### config.mk
export PLATFORM = sky130hd
export DESIGN_NAME = blank_pin_ctrl
export DESIGN_NICKNAME = d
export VERILOG_FILES = /design/src/rtl/blank_pin_pkg.sv /design/src/rtl/blank_out_path.sv /design/src/rtl/blank_in_sampler.sv /design/src/rtl/blank_pin_ctrl.sv
export SDC_FILE = /design/constraint.sdc
export NUM_CORES = 1
export LEC_CHECK = 0
export ABC_AREA = 1
export CELL_PAD_IN_SITES_DETAIL_PLACEMENT = 1
export CELL_PAD_IN_SITES_GLOBAL_PLACEMENT = 2
export CORE_MARGIN = 4
export CORE_UTILIZATION = 25
export CTS_BUF_LIST = sky130_fd_sc_hd__clkbuf_8 sky130_fd_sc_hd__clkbuf_16
export DETAILED_ROUTE_END_ITERATION = 8
export PLACE_DENSITY_LB_ADDON = 0.08
export SETUP_SLACK_MARGIN = 0.05
export SLEW_MARGIN = 20
export SYNTH_ARGS = -nofsm -noshare
export SYNTH_HDL_FRONTEND = slang
export SYNTH_SLANG_ARGS = --single-unit
### constraint.sdc
create_clock -name clk -period 4 [get_ports clk]
set_input_delay 0.8 -clock clk [delete_from_list [all_inputs] [get_ports clk]]
set_output_delay 0.8 -clock clk [all_outputs]
set_load 0.01 [all_outputs]
### src/rtl/blank_pin_pkg.sv
package blank_pin_pkg;
  localparam int unsigned BPP_W     = 2;
  localparam int unsigned MIN_GROUP = 4;

  typedef enum logic {
    OUT_FN_BLANK  = 1'b0,
    OUT_FN_CLKDIS = 1'b1
  } out_fn_e;

  // pixel group length for a depth code: 4, 8, 16 or 32
  function automatic int unsigned group_len(input logic [BPP_W-1:0] code);
    return MIN_GROUP << code;
  endfunction
endpackage

### src/rtl/blank_out_path.sv
module blank_out_path
  import blank_pin_pkg::*;
(
  input  logic    clk,
  input  logic    rst_n,
  input  out_fn_e fn_sel,
  input  logic    blank_raw,
  input  logic    blank_dly,
  input  logic    even_field,
  input  logic    first_line,
  input  logic    first_half,
  output logic    pin_q
);
  logic half_line_hole;
  logic clkdis_lvl;
  logic next_lvl;

  // first half of first line of even field keeps the shift clock running
  assign half_line_hole = even_field & first_line & first_half;
  assign clkdis_lvl     = blank_raw & ~half_line_hole;

  always_comb begin
    unique case (fn_sel)
      OUT_FN_CLKDIS: next_lvl = clkdis_lvl;
      default:       next_lvl = blank_dly;
    endcase
  end

  always_ff @(posedge clk) begin
    if (!rst_n) pin_q <= 1'b0;
    else        pin_q <= next_lvl;
  end

  AST_HOLE_KEEPS_CLOCK: assert property (@(posedge clk) disable iff (!rst_n)
    (fn_sel == OUT_FN_CLKDIS && even_field && first_line && first_half) |=> !pin_q);

  AST_CLKDIS_FOLLOWS_RAW: assert property (@(posedge clk) disable iff (!rst_n)
    (fn_sel == OUT_FN_CLKDIS && !(even_field && first_line && first_half)) |=> (pin_q == $past(blank_raw)));

  AST_BLANK_FOLLOWS_DLY: assert property (@(posedge clk) disable iff (!rst_n)
    (fn_sel == OUT_FN_BLANK) |=> (pin_q == $past(blank_dly)));
endmodule

### src/rtl/blank_in_sampler.sv
module blank_in_sampler
  import blank_pin_pkg::*;
#(
  parameter int unsigned MAX_GROUP = 32,
  localparam int unsigned CNT_W    = $clog2(MAX_GROUP)
)(
  input  logic             clk,
  input  logic             rst_n,
  input  logic             enable,
  input  logic             per_pixel,
  input  logic [BPP_W-1:0] bpp,
  input  logic             strobe,
  input  logic             pin_in,
  output logic             smp_valid,
  output logic             smp_data
);
  logic [CNT_W-1:0] cnt;
  logic             at_last;
  logic             take;

  assign at_last = (int'(cnt) + 1 >= int'(group_len(bpp)));
  assign take    = enable & strobe & (per_pixel | (cnt == '0));

  always_ff @(posedge clk) begin
    if (!rst_n || !enable) begin
      cnt <= '0;
    end else if (strobe && !per_pixel) begin
      cnt <= at_last ? '0 : cnt + 1'b1;
    end
  end

  always_ff @(posedge clk) begin
    if (!rst_n) begin
      smp_valid <= 1'b0;
      smp_data  <= 1'b0;
    end else begin
      smp_valid <= take;
      if (take) smp_data <= pin_in;
    end
  end

  AST_SAMPLE_NEEDS_STROBE: assert property (@(posedge clk) disable iff (!rst_n)
    smp_valid |-> $past(strobe && enable));

  AST_PER_PIXEL_EVERY: assert property (@(posedge clk) disable iff (!rst_n)
    (enable && per_pixel && strobe) |=> smp_valid);

  AST_DATA_HOLDS: assert property (@(posedge clk) disable iff (!rst_n)
    !smp_valid |-> $stable(smp_data));
endmodule

### src/rtl/blank_pin_ctrl.sv
module blank_pin_ctrl
  import blank_pin_pkg::*;
#(
  parameter int unsigned MAX_GROUP = 32
)(
  input  logic             clk,
  input  logic             rst_n,
  input  logic             cfg_pin_out,
  input  logic             cfg_clkdis_sel,
  input  logic             cfg_pix_mode,
  input  logic [BPP_W-1:0] cfg_bpp,
  input  logic             blank_raw,
  input  logic             blank_dly,
  input  logic             even_field,
  input  logic             first_line,
  input  logic             first_half,
  input  logic             pix_strobe,
  input  logic             pin_in,
  output logic             pin_out,
  output logic             pin_oe,
  output logic             ext_valid,
  output logic             ext_blank
);
  logic    drv_lvl;
  out_fn_e fn_sel;

  assign fn_sel = out_fn_e'(cfg_clkdis_sel);

  blank_out_path u_out (
    .clk        (clk),
    .rst_n      (rst_n),
    .fn_sel     (fn_sel),
    .blank_raw  (blank_raw),
    .blank_dly  (blank_dly),
    .even_field (even_field),
    .first_line (first_line),
    .first_half (first_half),
    .pin_q      (drv_lvl)
  );

  blank_in_sampler #(.MAX_GROUP(MAX_GROUP)) u_in (
    .clk       (clk),
    .rst_n     (rst_n),
    .enable    (!cfg_pin_out),
    .per_pixel (cfg_pix_mode),
    .bpp       (cfg_bpp),
    .strobe    (pix_strobe),
    .pin_in    (pin_in),
    .smp_valid (ext_valid),
    .smp_data  (ext_blank)
  );

  assign pin_oe  = cfg_pin_out;
  assign pin_out = cfg_pin_out & drv_lvl;

  AST_QUIET_WHEN_INPUT: assert property (@(posedge clk) disable iff (!rst_n)
    !pin_oe |-> !pin_out);

  AST_NO_SAMPLE_AS_OUTPUT: assert property (@(posedge clk) disable iff (!rst_n)
    ext_valid |-> $past(!cfg_pin_out));
endmodule

-- Yosys cells after proc, flatten, opt, wreduce, memory -nomap -nowiden
Cells that the tools add are included.
- bits in registers: 8
- latch bits: 0
- memory bits (writable): 0
- memory bits (read-only): 0
- input bits: 14
- output and inout bits: 4
- word-level logic and storage cells: 24
- memories kept: 0
- add/sub/neg operators: 2
- multipliers: 0
- divide/modulo/power cells: 0
- magnitude comparators: 1
- equal/unequal tests: 0
- shift operators: 1
- multiplexer cells: 2
- bitwise operators: 8
- reductions and logical operators: 6
- operator list (cell ; count):
    32-bit greater-or-equal comparator ; 1
    3-bit by 2-bit left shift with 32-bit output, first input constant ; 1
    5-bit by 1-bit adder with 6-bit output, second input constant ; 1
    1-bit AND ; 6
    5-bit by 1-bit adder with 5-bit output, second input constant ; 1
    5-bit logical NOT ; 1
    5-bit 2-to-1 mux ; 1
    1-bit logical NOT ; 3
    1-bit logical AND ; 1
    1-bit logical OR ; 1
    1-bit 2-to-1 mux ; 1
    1-bit NOT ; 1
    1-bit OR ; 1

-- Logic depth before layout (Yosys ltp)
- depth after elaboration: 5
- gate-level depth with buffers: 10
- gate-level depth less buffers: 10

-- Hierarchy
From an unflattened synthesis, not the netlist that was laid out.
- cell total of the unflattened synthesis: 84
- area, all modules: 593.1 um2
- by module, submodules not included (module ; times used ; cells each ; area each (um2) ; seq. area each (um2)):
    blank_in_sampler ; 1 ; 75 ; 524.3 ; 140.1
    blank_out_path ; 1 ; 5 ; 50.0 ; 20.0
    blank_pin_ctrl ; 1 ; 4 ; 18.8 ; 0.0

-- Least setup slack after synthesis
No wires, ideal clock.
- kind: input to register
- from: input cfg_bpp[0]
- to: register u_in.cnt[2]
- setup time: 0.066 ns
- arrival: 1.803 ns
- data required time: 3.934 ns
- setup slack: 2.131 ns
- stages: 8
- buffers on the path: 0
- path through: inv_1 -> or2_2 -> ha_1 -> nand2_1 -> nand3_1 -> nand2_1 -> nand3_1 -> a21oi_2
- longest elaborated chain between the ends: 3
- ends and longest elaborated chain (item ; RTL line ; RTL):
    from (decl) ; blank_pin_ctrl.sv:11 ; input logic [BPP_W-1:0] cfg_bpp,
    3-bit by 2-bit left shift with 32-bit output ; blank_pin_pkg.sv:12 ; return MIN_GROUP << code;
    32-bit greater-or-equal comparator ; blank_in_sampler.sv:21 ; assign at_last = (int'(cnt) + 1 >= int'(group_len(bpp)));
    5-bit 2-to-1 mux ; blank_in_sampler.sv:28 ; cnt <= at_last ? '0 : cnt + 1'b1;
    to (signal assigned) ; blank_in_sampler.sv:28 ;
    to (decl) ; blank_in_sampler.sv:17 ; logic [CNT_W-1:0] cnt;
No other way between the ends.
A chain may end at the register's enable or synchronous reset.

-- Final worst setup path
- from: input cfg_pin_out
- to: output pin_out
- longest elaborated chain between the ends: 1
- ends and longest elaborated chain (item ; RTL line ; RTL):
    from (decl) ; blank_pin_ctrl.sv:8 ; input logic cfg_pin_out,
    1-bit AND ; blank_pin_ctrl.sv:54 ; assign pin_out = cfg_pin_out & drv_lvl;
    to (decl) ; blank_pin_ctrl.sv:19 ; output logic pin_out,
No other way between the ends.

==> out/results.tsv <==
metric	value	unit
drt_iter0_drc	4	
fin_util	36.8	%
diodes	0	
hold_buffers	0	
antenna_found_initial	0	
path_cells	clkdlybuf4s50_1 > nand2_1 > inv_1 > clkdlybuf4s50_1	
dpl_cell_area	781	um^2
ctsRootBufferMaster	clkbuf_8	
critical_path_class	primary input to primary output	
ys_ff_latch	8	
route.met3.wl	81	um
grt_pass1_vias	607	
cp-start-kind	primary input	
async_reset_ff_share	0	%
critPathMaxFanout	4	
met1Wirelength	680	um
drc	0	
cp_slowest_cell	clkdlybuf4s50_1	
fmax	362	MHz
gp_congestion	0.700	
cts_buffers	3	
cpMostUsedCell	clkdlybuf4s50_1	
grt_start_max_net_pins	10	
cts_setup_buffers	0	
ant_nets	0	
syn_inst	85	
core_area	2230	um^2
hold_viol	0	
routedWlPerCell	10.6	um
yosys_most_used_dff	dfxtp_1	
row_count	17	
finalCriticalPeriod	2.77	ns
grt_pass1_wl	2530	um
report.final.setup_viol	0	
holdWs	0.487	ns
dieArea	3220	um^2
total_leakage_power	0.358	nW
yosysUniqueCellTypes	18	
rsz0062_at_grt	no	
final_common_cell	clkdlybuf4s50_1	
routed_wl	1390	um
viasPerCell	4.44	
grtUsageTotal	10.2	%
ys.warnings.count	0	
dpl.hpwl	1180	um
area_growth_syn_to_layout	38.3	%
clk_pin_slew	0.04	ns
hp-class	flop to flop	
pin_count	18	
highest_layer	met4	
ir_drop	0.215	mV
fillers	293	
report.final.slew_viol_count	0	
cp_data_required_time	3.20	ns
cp-end-kind	primary output	
skew	0.00152	ns
synth_seq_area_share	26.9	%
portBuffers	17	
syn_area	594	um^2
synth.net_count	106	
tightest_slew	0.320	ns
synth_edf_count	0	
max_slew_margin	78.7	%
drive_gt1_share	8.74	%
die_h	56.8	um
max_stage_delay	0.53	ns
grt_overflow	0	
tritoncts	yes	
vias	582	
synth_area_per_cell	6.99	um^2
insertion_delay	0.23	ns
power_density	277	nW/um^2
htreeDepth	1	
firstDrtPassIters	2	
nets	126	
tns	0	ns
finalCritPeriodShare	69.1	%
cts_buffer_depth	2	
final_cell_area	822	um^2
final_cell_mix	clkdlybuf4s50_1, nand2_1, inv_1	
start_util	26.6	%
wl_met2	601	um
worstPathArrival	1.97	ns
max_cap_viol_count	0	
cts.repair.resized	0	
status	complete, no violations	
fp.dieW	56.8	um
cts.sinks	8	
==> power by group <==
part / leakage, nW / internal (mW) / switching, mW
Combinational: 0.271 / 0.0241 / 0.0200
Sequential: 0.0654 / 0.0836 / 0.00326
Clock: 0.0216 / 0.0652 / 0.0317
==> registers in the layout (all words and copies together) (netlist names) <==
signal / count
u_in.cnt: 5
u_in.smp_data: 1
u_in.smp_valid: 1
u_out.pin_q: 1
==> routing by layer <==
layer / vias up / global-route usage (%)
met1: 256 / 12.1
met2: 12 / 15.5
met5: - / 0
li1: 310 / -
met4: 0 / 3.97
met3: 4 / 5.06
==> final cells by class <==
type / count / area [um^2] / area share, %
repair buffers: 17 / 170 / 20.7
multi-input cells: 61 / 363 / 44.1
well taps: 28 / 35.0 / 4.26
inverters: 14 / 52.6 / 6.39
clock buffers: 3 / 41.3 / 5.02
flip-flops and latches: 8 / 160 / 19.5
==> worst max-delay path: cells and delay by family <==
kind                   cells  cell delay [ns]
buffers and inverters      3             1.10
AND/OR/NAND/NOR            1             0.07
==> metrics by stage <==
step	power, mW	instances	setup WS [ns]
4_1_cts	0.233	131	1.21
5_1_grt	0.245	131	1.16
3_5_place_dp	0.133	128	1.22
6_report	0.228	131	1.23
3_3_place_gp	0.133	128	1.23
2_1_floorplan	0.111	85	2.13
==> synth_stat cells, types with 2 or more instances <==
master   count  area (um^2)
nand3_1     10         50.1
dfxtp_1      8          160
nor2_1       8         30.0
nand4_1      3         18.8
inv_1       13         48.8
ha_1         7         87.6
a21oi_2      2         17.5
a21oi_1      5         25.0
nand2_1     16         60.1
o21ai_0      5         25.0
==> kinds of logic (layout without fill, tap and decap cells) <==
family	after synthesis	in the layout	synth area share, %
AND/OR/NAND/NOR	40	40	30.9
buffers and inverters	16	34	12.0
AO/OA/AOI/OAI	13	13	12.6
flip-flops	8	8	26.9
adder cells (fa/ha/maj)	7	7	14.7
XOR/XNOR	1	1	2.74
==> path summary, 6_finish.rpt <==
check | startpoint | to | slack [ns] | cells past startpoint
hold reg to reg | u_in.smp_data | u_in.smp_data | 0.49 | 2
setup / recovery | cfg_pin_out | pin_out | 1.23 | 4
hold / removal | u_in.smp_data | u_in.smp_data | 0.49 | 2
setup reg to reg | u_in.cnt[0] | u_in.cnt[2] | 2.20 | 9
Power figures use the tool's default switching activity.
